===== config.mk =====
export PLATFORM = sky130hd
export DESIGN_NAME = link_bringup_seq
export DESIGN_NICKNAME = d
export VERILOG_FILES = /design/src/rtl/lbs_pkg.sv /design/src/rtl/lbs_ms_timer.sv /design/src/rtl/lbs_det_eval.sv /design/src/rtl/lbs_fsm.sv /design/src/rtl/link_bringup_seq.sv
export SDC_FILE = /design/constraint.sdc
export NUM_CORES = 1
export LEC_CHECK = 0
export ABC_AREA = 1
export BUFFER_PORTS_ARGS = -buffer_cell sky130_fd_sc_hd__buf_2
export CAP_MARGIN = 20
export CORE_ASPECT_RATIO = 1.1
export CORE_MARGIN = 2
export CORE_UTILIZATION = 24
export CTS_CLUSTER_SIZE = 16
export DETAILED_ROUTE_END_ITERATION = 7
export GPL_TIMING_DRIVEN = 1
export SLEW_MARGIN = 20
export SYNTH_ARGS = -nofsm -noshare
export SYNTH_HDL_FRONTEND = slang
export SYNTH_SLANG_ARGS = --single-unit
export TNS_END_PERCENT = 1

===== constraint.sdc =====
create_clock -name clk -period 1.4 [get_ports clk]
set_clock_uncertainty 0.2 [all_clocks]
set_input_delay 0.14 -clock clk [delete_from_list [all_inputs] [get_ports clk]]
set_output_delay 0.14 -clock clk [all_outputs]
set_load 0.005 [all_outputs]

===== src/rtl/lbs_pkg.sv =====
package lbs_pkg;

  typedef enum logic [2:0] {
    ST_IDLE   = 3'd0,
    ST_RESET  = 3'd1,
    ST_SETTLE = 3'd2,
    ST_HOOK   = 3'd3,
    ST_POLL   = 3'd4
  } lbs_state_e;

  typedef enum logic [1:0] {
    DET_ABSENT  = 2'd0,
    DET_PRESENT = 2'd1,
    DET_LINKED  = 2'd2
  } lbs_det_e;

endpackage


===== src/rtl/lbs_ms_timer.sv =====
module lbs_ms_timer #(
  parameter int CNT_W = 3
) (
  input  logic             clk,
  input  logic             rst,
  input  logic             clear_i,
  input  logic             tick_i,
  input  logic [CNT_W-1:0] limit_i,
  output logic             expire_o
);

  logic [CNT_W-1:0] cnt_q;
  logic             at_last;

  assign at_last  = (cnt_q == limit_i - 1'b1);
  assign expire_o = tick_i && at_last;

  always_ff @(posedge clk) begin
    if (rst || clear_i) begin
      cnt_q <= '0;
    end else if (tick_i) begin
      cnt_q <= at_last ? '0 : cnt_q + 1'b1;
    end
  end

endmodule


===== src/rtl/lbs_det_eval.sv =====
module lbs_det_eval #(
  parameter int          DET_W  = 4,
  parameter logic [DET_W-1:0] DET_UP = 4'h3
) (
  input  logic [DET_W-1:0] det_i,
  output lbs_pkg::lbs_det_e class_o
);

  import lbs_pkg::*;

  always_comb begin
    if (det_i == DET_UP) begin
      class_o = DET_LINKED;
    end else if (det_i == '0) begin
      class_o = DET_ABSENT;
    end else begin
      class_o = DET_PRESENT;
    end
  end

endmodule


===== src/rtl/lbs_fsm.sv =====
module lbs_fsm #(
  parameter int                CTRL_W     = 12,
  parameter logic [CTRL_W-1:0] CTRL_RESET = 12'h301,
  parameter logic [CTRL_W-1:0] CTRL_IDLE  = 12'h300,
  parameter int                CNT_W      = 3,
  parameter int                RESET_MS   = 1,
  parameter int                SETTLE_MS  = 1,
  parameter int                POLL_LIMIT = 4
) (
  input  logic              clk,
  input  logic              rst,
  input  logic              start_i,
  input  logic              tick_i,
  input  logic              expire_i,
  input  lbs_pkg::lbs_det_e det_class_i,
  input  logic              hook_done_i,
  output logic              timer_clr_o,
  output logic [CNT_W-1:0]  limit_o,
  output logic [CTRL_W-1:0] ctrl_o,
  output logic              hook_o,
  output logic              done_o,
  output logic              fail_o
);

  import lbs_pkg::*;

  localparam logic [CNT_W-1:0] LIM_RESET  = CNT_W'(RESET_MS);
  localparam logic [CNT_W-1:0] LIM_SETTLE = CNT_W'(SETTLE_MS);
  localparam logic [CNT_W-1:0] LIM_POLL   = CNT_W'(POLL_LIMIT);

  lbs_state_e        st_q, st_n;
  logic [CTRL_W-1:0] ctrl_q, ctrl_n;
  logic              hook_q, hook_n;
  logic              done_q, done_n;
  logic              fail_q, fail_n;

  always_comb begin
    st_n   = st_q;
    ctrl_n = ctrl_q;
    hook_n = 1'b0;
    done_n = 1'b0;
    fail_n = 1'b0;
    case (st_q)
      ST_IDLE: begin
        if (start_i) begin
          st_n   = ST_RESET;
          ctrl_n = CTRL_RESET;
        end
      end
      ST_RESET: begin
        if (expire_i) begin
          st_n   = ST_SETTLE;
          ctrl_n = CTRL_IDLE;
        end
      end
      ST_SETTLE: begin
        if (expire_i) begin
          st_n   = ST_HOOK;
          hook_n = 1'b1;
        end
      end
      ST_HOOK: begin
        if (hook_done_i) begin
          st_n = ST_POLL;
        end
      end
      ST_POLL: begin
        if (tick_i) begin
          if (det_class_i == DET_LINKED) begin
            st_n   = ST_IDLE;
            done_n = 1'b1;
          end else if (expire_i) begin
            if (det_class_i == DET_ABSENT) begin
              st_n   = ST_IDLE;
              fail_n = 1'b1;
            end else begin
              st_n   = ST_RESET;
              ctrl_n = CTRL_RESET;
            end
          end
        end
      end
      default: begin
        st_n   = ST_IDLE;
        ctrl_n = CTRL_IDLE;
      end
    endcase
  end

  always_comb begin
    case (st_q)
      ST_RESET:  limit_o = LIM_RESET;
      ST_SETTLE: limit_o = LIM_SETTLE;
      default:   limit_o = LIM_POLL;
    endcase
  end

  assign timer_clr_o = (st_n != st_q) || (st_q == ST_IDLE) || (st_q == ST_HOOK);

  always_ff @(posedge clk) begin
    if (rst) begin
      st_q   <= ST_IDLE;
      ctrl_q <= CTRL_IDLE;
      hook_q <= 1'b0;
      done_q <= 1'b0;
      fail_q <= 1'b0;
    end else begin
      st_q   <= st_n;
      ctrl_q <= ctrl_n;
      hook_q <= hook_n;
      done_q <= done_n;
      fail_q <= fail_n;
    end
  end

  assign ctrl_o = ctrl_q;
  assign hook_o = hook_q;
  assign done_o = done_q;
  assign fail_o = fail_q;

endmodule


===== src/rtl/link_bringup_seq.sv =====
module link_bringup_seq #(
  parameter int                CTRL_W     = 12,
  parameter logic [CTRL_W-1:0] CTRL_RESET = 12'h301,
  parameter logic [CTRL_W-1:0] CTRL_IDLE  = 12'h300,
  parameter int                DET_W      = 4,
  parameter logic [DET_W-1:0]  DET_UP     = 4'h3,
  parameter int                RESET_MS   = 1,
  parameter int                SETTLE_MS  = 1,
  parameter int                POLL_LIMIT = 4
) (
  input  logic              clk,
  input  logic              rst,
  input  logic              start_i,
  input  logic              ms_tick_i,
  input  logic [DET_W-1:0]  det_i,
  input  logic              hook_done_i,
  output logic [CTRL_W-1:0] ctrl_o,
  output logic              hook_o,
  output logic              done_o,
  output logic              fail_o
);

  localparam int MAX_A   = (RESET_MS > SETTLE_MS) ? RESET_MS : SETTLE_MS;
  localparam int MAX_LIM = (MAX_A > POLL_LIMIT) ? MAX_A : POLL_LIMIT;
  localparam int CNT_W   = (MAX_LIM < 2) ? 1 : $clog2(MAX_LIM + 1);

  logic              timer_clr;
  logic              expire;
  logic [CNT_W-1:0]  limit;
  lbs_pkg::lbs_det_e det_class;

  lbs_ms_timer #(
    .CNT_W (CNT_W)
  ) u_timer (
    .clk      (clk),
    .rst      (rst),
    .clear_i  (timer_clr),
    .tick_i   (ms_tick_i),
    .limit_i  (limit),
    .expire_o (expire)
  );

  lbs_det_eval #(
    .DET_W  (DET_W),
    .DET_UP (DET_UP)
  ) u_det (
    .det_i   (det_i),
    .class_o (det_class)
  );

  lbs_fsm #(
    .CTRL_W     (CTRL_W),
    .CTRL_RESET (CTRL_RESET),
    .CTRL_IDLE  (CTRL_IDLE),
    .CNT_W      (CNT_W),
    .RESET_MS   (RESET_MS),
    .SETTLE_MS  (SETTLE_MS),
    .POLL_LIMIT (POLL_LIMIT)
  ) u_fsm (
    .clk         (clk),
    .rst         (rst),
    .start_i     (start_i),
    .tick_i      (ms_tick_i),
    .expire_i    (expire),
    .det_class_i (det_class),
    .hook_done_i (hook_done_i),
    .timer_clr_o (timer_clr),
    .limit_o     (limit),
    .ctrl_o      (ctrl_o),
    .hook_o      (hook_o),
    .done_o      (done_o),
    .fail_o      (fail_o)
  );

endmodule


==> results.toml, run 1 <==
[status]
violations = "negative setup slack"
status = "complete, but fails checks"

[clock_tree]
clk_latency_ns = 0.26
cts_buffers = 3
root_buffer = "clkbuf_4"
clockBufferDepth = 2
htreeDepth = 1
clkSlewWorstSetupHoldPaths_ns = 0.06
cts_sinks = 10
cts_tree = "yes"

[layout]
fill_cells = 295
final_layout_size_suffix_gt1_share_pct = 40.6
register_area_um2 = 209
area_growth_pct = 41.5
multiInputGateArea_um2 = 414
num_antenna_cells = 0
finalNetCount = 155
layout.cells.non_filler = 176

[sta]
rsz0062_at_grt = "yes"
tns_ns = -1.07
period_share_pct = 116
setup_viol = 8
min_period_ns = 1.63
hold_viol = 0
fmax_mhz = 614
slew_violations = 0
finalWorstSetupSlack_ns = -0.230

[floorplanning]
die_h_um = 60.8
die-area_mm2 = 0.00338
initial_core_util_pct = 25.3
rows = 20
pin_count = 24
core_region_area_mm2 = 0.00278
die_w_um = 55.6

[yosys]
yosysWarnings = 0
synth.avg_cell_area_um2 = 6.51
synth_cell_type_count = 21
syn_area_um2 = 703
synthesis.instances = 108
ys_ff_latch = 10
synth-seq-area-share_pct = 28.5

[route]
drt_iter0_drc = 5
routedWlPerCell_um = 8.98
highest_layer = "met4"
wl_met3_um = 83
viasPerCell = 4.22
met2_length_um = 899
drt-met1-wl_um = 568
antenna_left = 0
vias = 743
drc = 0
firstDrtPassIters = 4
drt_wl_total_um = 1580

[grt]
grt_pass1_wl_um = 2800
grt.overflow.total = 0
antenna_found_initial = 0
grt.total_usage_pct = 10.7
grt_max_degree = 8
grt_pass1_vias = 723

[power]
peakVddDrop_uv = 355
p_per_area_mw_per_mm2 = 704
p_leak_uw = 0.000507
totalPowerFinal_uw = 700

[placement]
place_inst = 168
numPortBuffers = 12
gp_congestion = 0.895
post-dp-hpwl_um = 1300
place_ws_ns = -0.221

[critical_path]
cp-start-kind = "register"
cp_slowest_cell = "dfxtp_4"
critPathKind = "reg2reg"
crit_chain = "inv_2, nand3_2, nand2_1, nand2_1, nand2_2, nand3_4, nand2_2, nand2_2, nor2_4, nand2_1, nand2_1, nand2_2, nor2_1"
path_max_fanout = 6
cpPeakStageDelay_ns = 0.37
cp-end-kind = "register"
critical_path_arrival_ns = 1.63
crit_buf_inv = 1
cp.required_ns = 1.40
path_delay_family = "simple AND/OR/NAND/NOR gates"
reg2reg_slack_ns = -0.23

[run]
drv_cap = 0

[worst_hold_path]
hp-class = "in2reg"
flip-flops by register name, indices dropped and copies added, names as in the netlist:
| signal | cells |
|---|---|
| u_timer.cnt_q | 3 |
| u_fsm.done_o | 1 |
| u_fsm.ctrl_o | 1 |
| u_fsm.hook_o | 1 |
| u_fsm.st_q | 3 |
| u_fsm.fail_o | 1 |
power by group:
part,switching (µW),total (µW),internal [µW]
clock network,86.0,185,98.6
logic,112,208,95.8
registers,11.6,307,296
total,210,700,490
layout make-up:
cell class,count,share of cell area [%]
Sequential cell,10,21.0
Tap cell,33,4.15
Inverter,18,7.30
Timing Repair Buffer,35,23.6
Multi-Input combinational cell,77,41.6
Clock buffer,3,2.26
worst paths after layout:
kind / start / endpoint / depth (start not counted)
max: u_fsm.st_q[1] / u_timer.cnt_q[1] / 13
min: rst / u_fsm.ctrl_o[0] / 4
max reg2reg: u_fsm.st_q[1] / u_timer.cnt_q[1] / 13
min reg2reg: u_fsm.ctrl_o[0] / u_fsm.ctrl_o[0] / 2
cell usage in the layout, fill, tap and decap left out, drive strengths merged:
cell and count:
a31oi 2, ha 1, conb 11, buf 34, nand2 22, nand4 2
xor2 1, dlygate4sd3 1, o21ai 7, nor3 3, inv 18, nand3 9
clkbuf 3, a21oi 4, a22o 1, nor2 14, dfxtp 10
Yosys cell counts:
library cell | count | area, µm²
nor2_1 | 13 | 48.8
conb_1 | 2 | 7.51
buf_4 | 11 | 82.6
nand3_4 | 1 | 17.5
xor2_1 | 1 | 8.76
o21ai_0 | 7 | 35.0
nand2_1 | 18 | 67.6
a31oi_1 | 2 | 12.5
inv_2 | 2 | 7.51
inv_1 | 16 | 60.1
a22o_1 | 1 | 8.76
ha_1 | 1 | 12.5
a21oi_1 | 4 | 20.0
nor2_2 | 1 | 6.26
nand3_2 | 2 | 20.0
nor3_1 | 3 | 15.0
nand3_1 | 6 | 30.0
nand2_2 | 4 | 25.0
clkbuf_2 | 1 | 5.00
nand4_1 | 2 | 12.5
dfxtp_1 | 10 | 200
metrics by stage:
step                utilization (%)  instance area (µm²)  hold WS [ns]
floorplan                         -                  738       0.00200
global placement               31.9                  887         0.183
detailed placement             31.9                  887         0.190
CTS                            33.2                  923       0.00475
global route                   35.8                  995        0.0144
finish                         35.8                  995        0.0109
what timing repair did:
| item | in CTS | in global routing |
|---|---|---|
| endpoints found under the setup margin | 7 | 9 |
| hold buffers | 1 | 0 |
| pin swaps | 0 | 5 |
| resized for setup | 3 | 15 |
| hold endpoints to repair | 4 | 0 |
| setup buffers | 0 | 4 |
cell families (layout without fill, tap and decap cells):
family / count (synthesis) / count (layout) / synth area share, %
other: 2 / 11 / 1.07
AO/OA/AOI/OAI: 14 / 14 / 10.9
flip-flops: 10 / 10 / 28.5
buffers and inverters: 30 / 56 / 22.1
AND/OR/NAND/NOR: 50 / 50 / 34.5
XOR/XNOR: 1 / 1 / 1.25
adder cells (fa/ha/maj): 1 / 1 / 1.78
per-layer routing:
| metal | track usage [%] | vias up |
|---|---|---|
| li1 | - | 389 |
| met5 | 0 | - |
| met2 | 20.4 | 15 |
| met1 | 10.1 | 335 |
| met4 | 4.88 | 0 |
| met3 | 4.69 | 4 |
worst min-delay path: cells and delay by family:
family                 cells  cell delay (ns)
buffers and inverters      2             0.15
and+or+nand+nor            1             0.05
AOI/OAI and AO/OA          1             0.08
Power figures use the tool's default switching activity.
==> run 2, diff against run 1 <==
--- a/config.mk
+++ b/config.mk
@@ -11,9 +11,11 @@
 export CORE_ASPECT_RATIO = 1.1
 export CORE_MARGIN = 2
 export CORE_UTILIZATION = 24
+export CTS_BUF_LIST = sky130_fd_sc_hd__clkbuf_4
 export CTS_CLUSTER_SIZE = 16
 export DETAILED_ROUTE_END_ITERATION = 7
 export GPL_TIMING_DRIVEN = 1
+export SKIP_CTS_REPAIR_TIMING = 1
 export SLEW_MARGIN = 20
 export SYNTH_ARGS = -nofsm -noshare
 export SYNTH_HDL_FRONTEND = slang
==> constraint.sdc (replaced) <==
create_clock -name clk -period 1.3 [get_ports clk]
set_clock_uncertainty 0.2 [all_clocks]
set_input_delay 0.13 -clock clk [delete_from_list [all_inputs] [get_ports clk]]
set_output_delay 0.13 -clock clk [all_outputs]
set_load 0.005 [all_outputs]
==> run 2 against run 1 <==
  * The run ends with negative hold slack, negative setup slack left
  * Count of clock-buffer cells in the layout is the same
  * Power increased by 12%
  * Core utilization rose by 1.9 points
  * Wire length is 6.2% higher
  * Critical endpoint is now u_timer.cnt_q[0]
  * Die area unchanged
==> results.toml, run 2 (same netlist as run 1, synthesis figures left out) <==
[status]
status = "complete, but fails checks"
violations = "negative hold slack, negative setup slack"

[layout]
area_growth_pct = 48.9
layout.cells.non_filler = 179
largestRegisters = "u_fsm.st_q (3), u_timer.cnt_q (3)"
fill_cells = 283
final_layout_size_suffix_gt1_share_pct = 41.8
layout_commonest_cell = "buf_4"
stdcell_area_mm2 = 0.00105
final_cell_mix = "24 x buf_4, 15 x nand2_1, 15 x inv_1, 12 x buf_2"
finalNetCount = 158
num_antenna_cells = 0

[grt]
antenna_found_initial = 0
grt.overflow.total = 0
grt_pass1_vias = 660
grt.total_usage_pct = 9.39
grt_pass1_wl_um = 2480
grt_max_degree = 8

[clock_tree]
cts_buffers = 3
clk_latency_ns = 0.26
clockBufferDepth = 2
clkSlewWorstSetupHoldPaths_ns = 0.06
cts_tree = "yes"
cts_sinks = 10
htreeDepth = 1
root_buffer = "clkbuf_4"

[placement]
gp_congestion = 0.910
numPortBuffers = 12
placed_area_um2 = 907
post-dp-hpwl_um = 1240
place_ws_ns = -0.344
place_inst = 169

[route]
drc = 0
firstDrtPassIters = 4
viasPerCell = 4.15
drt_wl_total_um = 1680
antenna_left = 0
drt_iter0_drc = 5
vias = 743
routedWlPerCell_um = 9.37

[power]
p_per_area_mw_per_mm2 = 751
p_leak_uw = 0.000528
peakVddDrop_uv = 506

[critical_path]
cp.required_ns = 1.29
critPathKind = "reg2reg"
path_max_fanout = 5
critical_path_arrival_ns = 1.67
cp-start-kind = "register"
cp-end-kind = "register"

[floorplanning]
die_h_um = 60.8
die-area_mm2 = 0.00338
core_region_area_mm2 = 0.00278
initial_core_util_pct = 25.3
rows = 20
pin_count = 24
die_w_um = 55.6

[sta]
setup_viol = 9
holdWs_ns = -0.00717
min_period_ns = 1.68
period_share_pct = 129
rsz0062_at_grt = "yes"
hold_viol = 1
slew_violations = 0
fmax_mhz = 596
finalWorstSetupSlack_ns = -0.377

[worst_hold_path]
hp-class = "in2reg"

[run]
drv_cap = 0
[run 2: cell count changes in the layout (fill, tap and decap cells not counted), sizes merged]
cell,before,now
buf,34,37
[run 2: report_power, final]
part	internal (µW)	switching (µW)	total, µW	leakage (µW)
clock network	106	94.0	200	0.0000138
logic	124	130	254	0.000431
registers	319	13.5	332	0.0000831
[run 2: path summary, 6_finish.rpt]
kind / depth (start not counted) / end / from / slack, ns
worst max-delay path: 12 / u_timer.cnt_q[0] / u_fsm.st_q[2] / -0.38
worst min-delay path: 4 / u_fsm.ctrl_o[0] / rst / -0.007
worst max register to register: 12 / u_timer.cnt_q[0] / u_fsm.st_q[2] / -0.38
worst min register to register: 2 / u_fsm.ctrl_o[0] / u_fsm.ctrl_o[0] / 0.27
[run 2: through the flow]
stage	hold WS, ns	utilization [%]	TNS [ns]	total power, µW
final	-0.00717	37.7	-2.31	786
after global routing	0.0113	37.7	-3.13	831
after CTS	-0.0916	33.5	-1.90	727
after detailed placement	0.185	32.7	-1.73	527
after global placement	0.179	32.7	-1.51	525
after floorplan	-0.00800	-	-0.752	476
[run 2: critical path, stage by stage, from the launching register on]
cell,delay [ns]
dfxtp_2,0.33
inv_4,0.09
nand3_4,0.10
nand2_2,0.08
nand2_2,0.06
nand2_4,0.09
buf_4,0.10
nand4_1,0.11
nand3_1,0.16
nand2_1,0.06
nand2_1,0.07
nand2_2,0.06
nor2_1,0.10
[run 2: layout make-up]
| type | instances | area [µm²] | area share (%) |
|---|---|---|---|
| Multi-Input combinational cell | 77 | 429 | 41.0 |
| Timing Repair Buffer | 38 | 270 | 25.8 |
| Sequential cell | 10 | 209 | 20.0 |
| Inverter | 18 | 75.1 | 7.17 |
| Tap cell | 33 | 41.3 | 3.94 |
| Clock buffer | 3 | 22.5 | 2.15 |
[run 2: metal layers]
| metal | part of all wire (%) | vias up | GRT usage (%) |
|---|---|---|---|
| met4 | 0.48 | 0 | 4.18 |
| li1 | - | 394 | - |
| met5 | 0 | - | 0 |
| met3 | 4.1 | 2 | 3.84 |
| met1 | 39 | 334 | 9.36 |
| met2 | 57 | 13 | 17.5 |
==> run 3, diff against run 2 <==
--- a/config.mk
+++ b/config.mk
@@ -10,11 +10,12 @@
 export CAP_MARGIN = 20
 export CORE_ASPECT_RATIO = 1.1
 export CORE_MARGIN = 2
-export CORE_UTILIZATION = 24
+export CORE_UTILIZATION = 46
 export CTS_BUF_LIST = sky130_fd_sc_hd__clkbuf_4
 export CTS_CLUSTER_SIZE = 16
 export DETAILED_ROUTE_END_ITERATION = 7
-export GPL_TIMING_DRIVEN = 1
+export GPL_TIMING_DRIVEN = 0
+export PLACE_DENSITY = 0.77
 export SKIP_CTS_REPAIR_TIMING = 1
 export SLEW_MARGIN = 20
 export SYNTH_ARGS = -nofsm -noshare
==> run 3 against run 2 <==
  * The run still ends with negative hold slack, negative setup slack left
  * Setup slack better by 0.048 ns
  * First-iteration DRC count up 80%
  * Global-route usage up 7.6 points
  * Final cell count down 16%
  * Largest cell class unchanged
  * Largest power group unchanged
==> results.toml, run 3 (same netlist as run 1, synthesis figures left out) <==
[status]
status = "complete, but fails checks"
violations = "negative hold slack, negative setup slack"

[clock_tree]
cts_tree = "yes"
cts_buffers = 3
cts_sinks = 10
htreeDepth = 1
root_buffer = "clkbuf_4"
clkSlewWorstSetupHoldPaths_ns = 0.07
clockBufferDepth = 2
clk_latency_ns = 0.26

[power]
peakVddDrop_uv = 655
p_per_area_mw_per_mm2 = 846
p_leak_uw = 0.000472

[worst_hold_path]
min_from = "det_i[1]"
hp-class = "in2reg"

[route]
routedWlPerCell_um = 8.81
drc = 0
drt_iter0_drc = 9
drt_wl_total_um = 1320
antenna_left = 0
firstDrtPassIters = 4
viasPerCell = 4.57
vias = 685

[sta]
hold_viol = 3
setup_viol = 7
slew_violations = 0
fmax_mhz = 614
min_period_ns = 1.63
rsz0062_at_grt = "yes"
holdWs_ns = -0.0312
finalWorstSetupSlack_ns = -0.329
tns_ns = -1.40
period_share_pct = 125

[layout]
fin_util_pct = 62.9
register_area_um2 = 204
final_cell_mix = "17 x nand2_1, 16 x inv_1, 13 x nor2_1, 13 x buf_4"
fill_cells = 153
multiInputGateArea_um2 = 397
area_growth_pct = 25.3
layout.cells.non_filler = 150
layout_commonest_cell = "nand2_1"
finalNetCount = 146
final_layout_size_suffix_gt1_share_pct = 31.3
num_antenna_cells = 0
largestRegisters = "u_fsm.st_q (3), u_timer.cnt_q (3)"

[critical_path]
cp_common_cell = "nand2_1"
cp.required_ns = 1.26
crit_chain = "inv_2, buf_4, nor2_1, nand2_1, o21ai_0, inv_1, nand2_2, nor2_2, nand2_1, nand2_1, nand2_2, nor2_1"
critPathKind = "reg2reg"
crit_start = "u_fsm.st_q[0]"
r2r_start = "u_fsm.st_q[0]"
cp-start-kind = "register"
critical_path_arrival_ns = 1.59
cpPeakStageDelay_ns = 0.36
cp_slowest_cell = "dfxtp_2"
path_max_fanout = 3
cp-end-kind = "register"

[floorplanning]
initial_core_util_pct = 50.2
die-area_mm2 = 0.00186
core_region_area_mm2 = 0.00140
die_w_um = 41.3
rows = 14
die_h_um = 45.0
pin_count = 24

[placement]
place_ws_ns = -0.386
gp_congestion = 0.784
place_inst = 144
post-dp-hpwl_um = 1050
numPortBuffers = 11

[grt]
grt_pass1_vias = 540
grt_max_degree = 9
grt.overflow.total = 0
grt_pass1_wl_um = 2040
grt.total_usage_pct = 17.0
antenna_found_initial = 0

[run]
drv_cap = 0
## run 3: cell count changes in the layout (fill, tap and decap cells not counted), sizes merged
cell | before | now
clkbuf | 3 | 4
buf | 37 | 24
## run 3: area by class of cell
cell class | instances | area share, %
multi-input combinational | 77 | 45.0
sequential | 10 | 23.2
buffer | 12 | 9.94
timing repair buffer | 14 | 9.09
inverter | 18 | 7.95
clock buffer | 3 | 2.56
tap | 16 | 2.27
## run 3: path summary, 6_finish.rpt
kind / to / slack (ns) / depth (start not counted)
setup / recovery: u_timer.cnt_q[0] / -0.33 / 12
hold / removal: u_fsm.done_o / -0.03 / 3
setup reg to reg: u_timer.cnt_q[0] / -0.33 / 12
hold reg to reg: u_fsm.ctrl_o[0] / 0.28 / 2
## run 3: where the power goes
| part | leakage (µW) | total (µW) | switching (µW) | internal, µW |
|---|---|---|---|---|
| sequential | 0.0000824 | 331 | 11.5 | 320 |
| combinational | 0.000375 | 199 | 110 | 89.5 |
| clock | 0.0000138 | 214 | 107 | 107 |
| total | 0.000472 | 745 | 229 | 516 |
## run 3: critical path: cells and delay by family, from the launching register on
family	cells	cell delay [ns]
AND/OR/NAND/NOR	8	0.60
flip-flops	1	0.36
buffers and inverters	3	0.27
AO/OA/AOI/OAI	1	0.09
## run 3: layer usage
layer	share of wire, %	GRT usage [%]	wire length, µm
met1	44	18.3	576
met2	49	26.9	647
met3	4.2	4.43	56
met4	3.1	13.5	41
met5	0	0	0
## run 3: per-stage QoR
step | total power, µW | hold slack [ns] | cell area [µm²]
detailed placement | 516 | 0.181 | 813
floorplan | 476 | -0.00800 | 738
finish | 745 | -0.0312 | 881
global route | 792 | -0.0253 | 881
global placement | 513 | 0.178 | 813
CTS | 721 | -0.0957 | 836
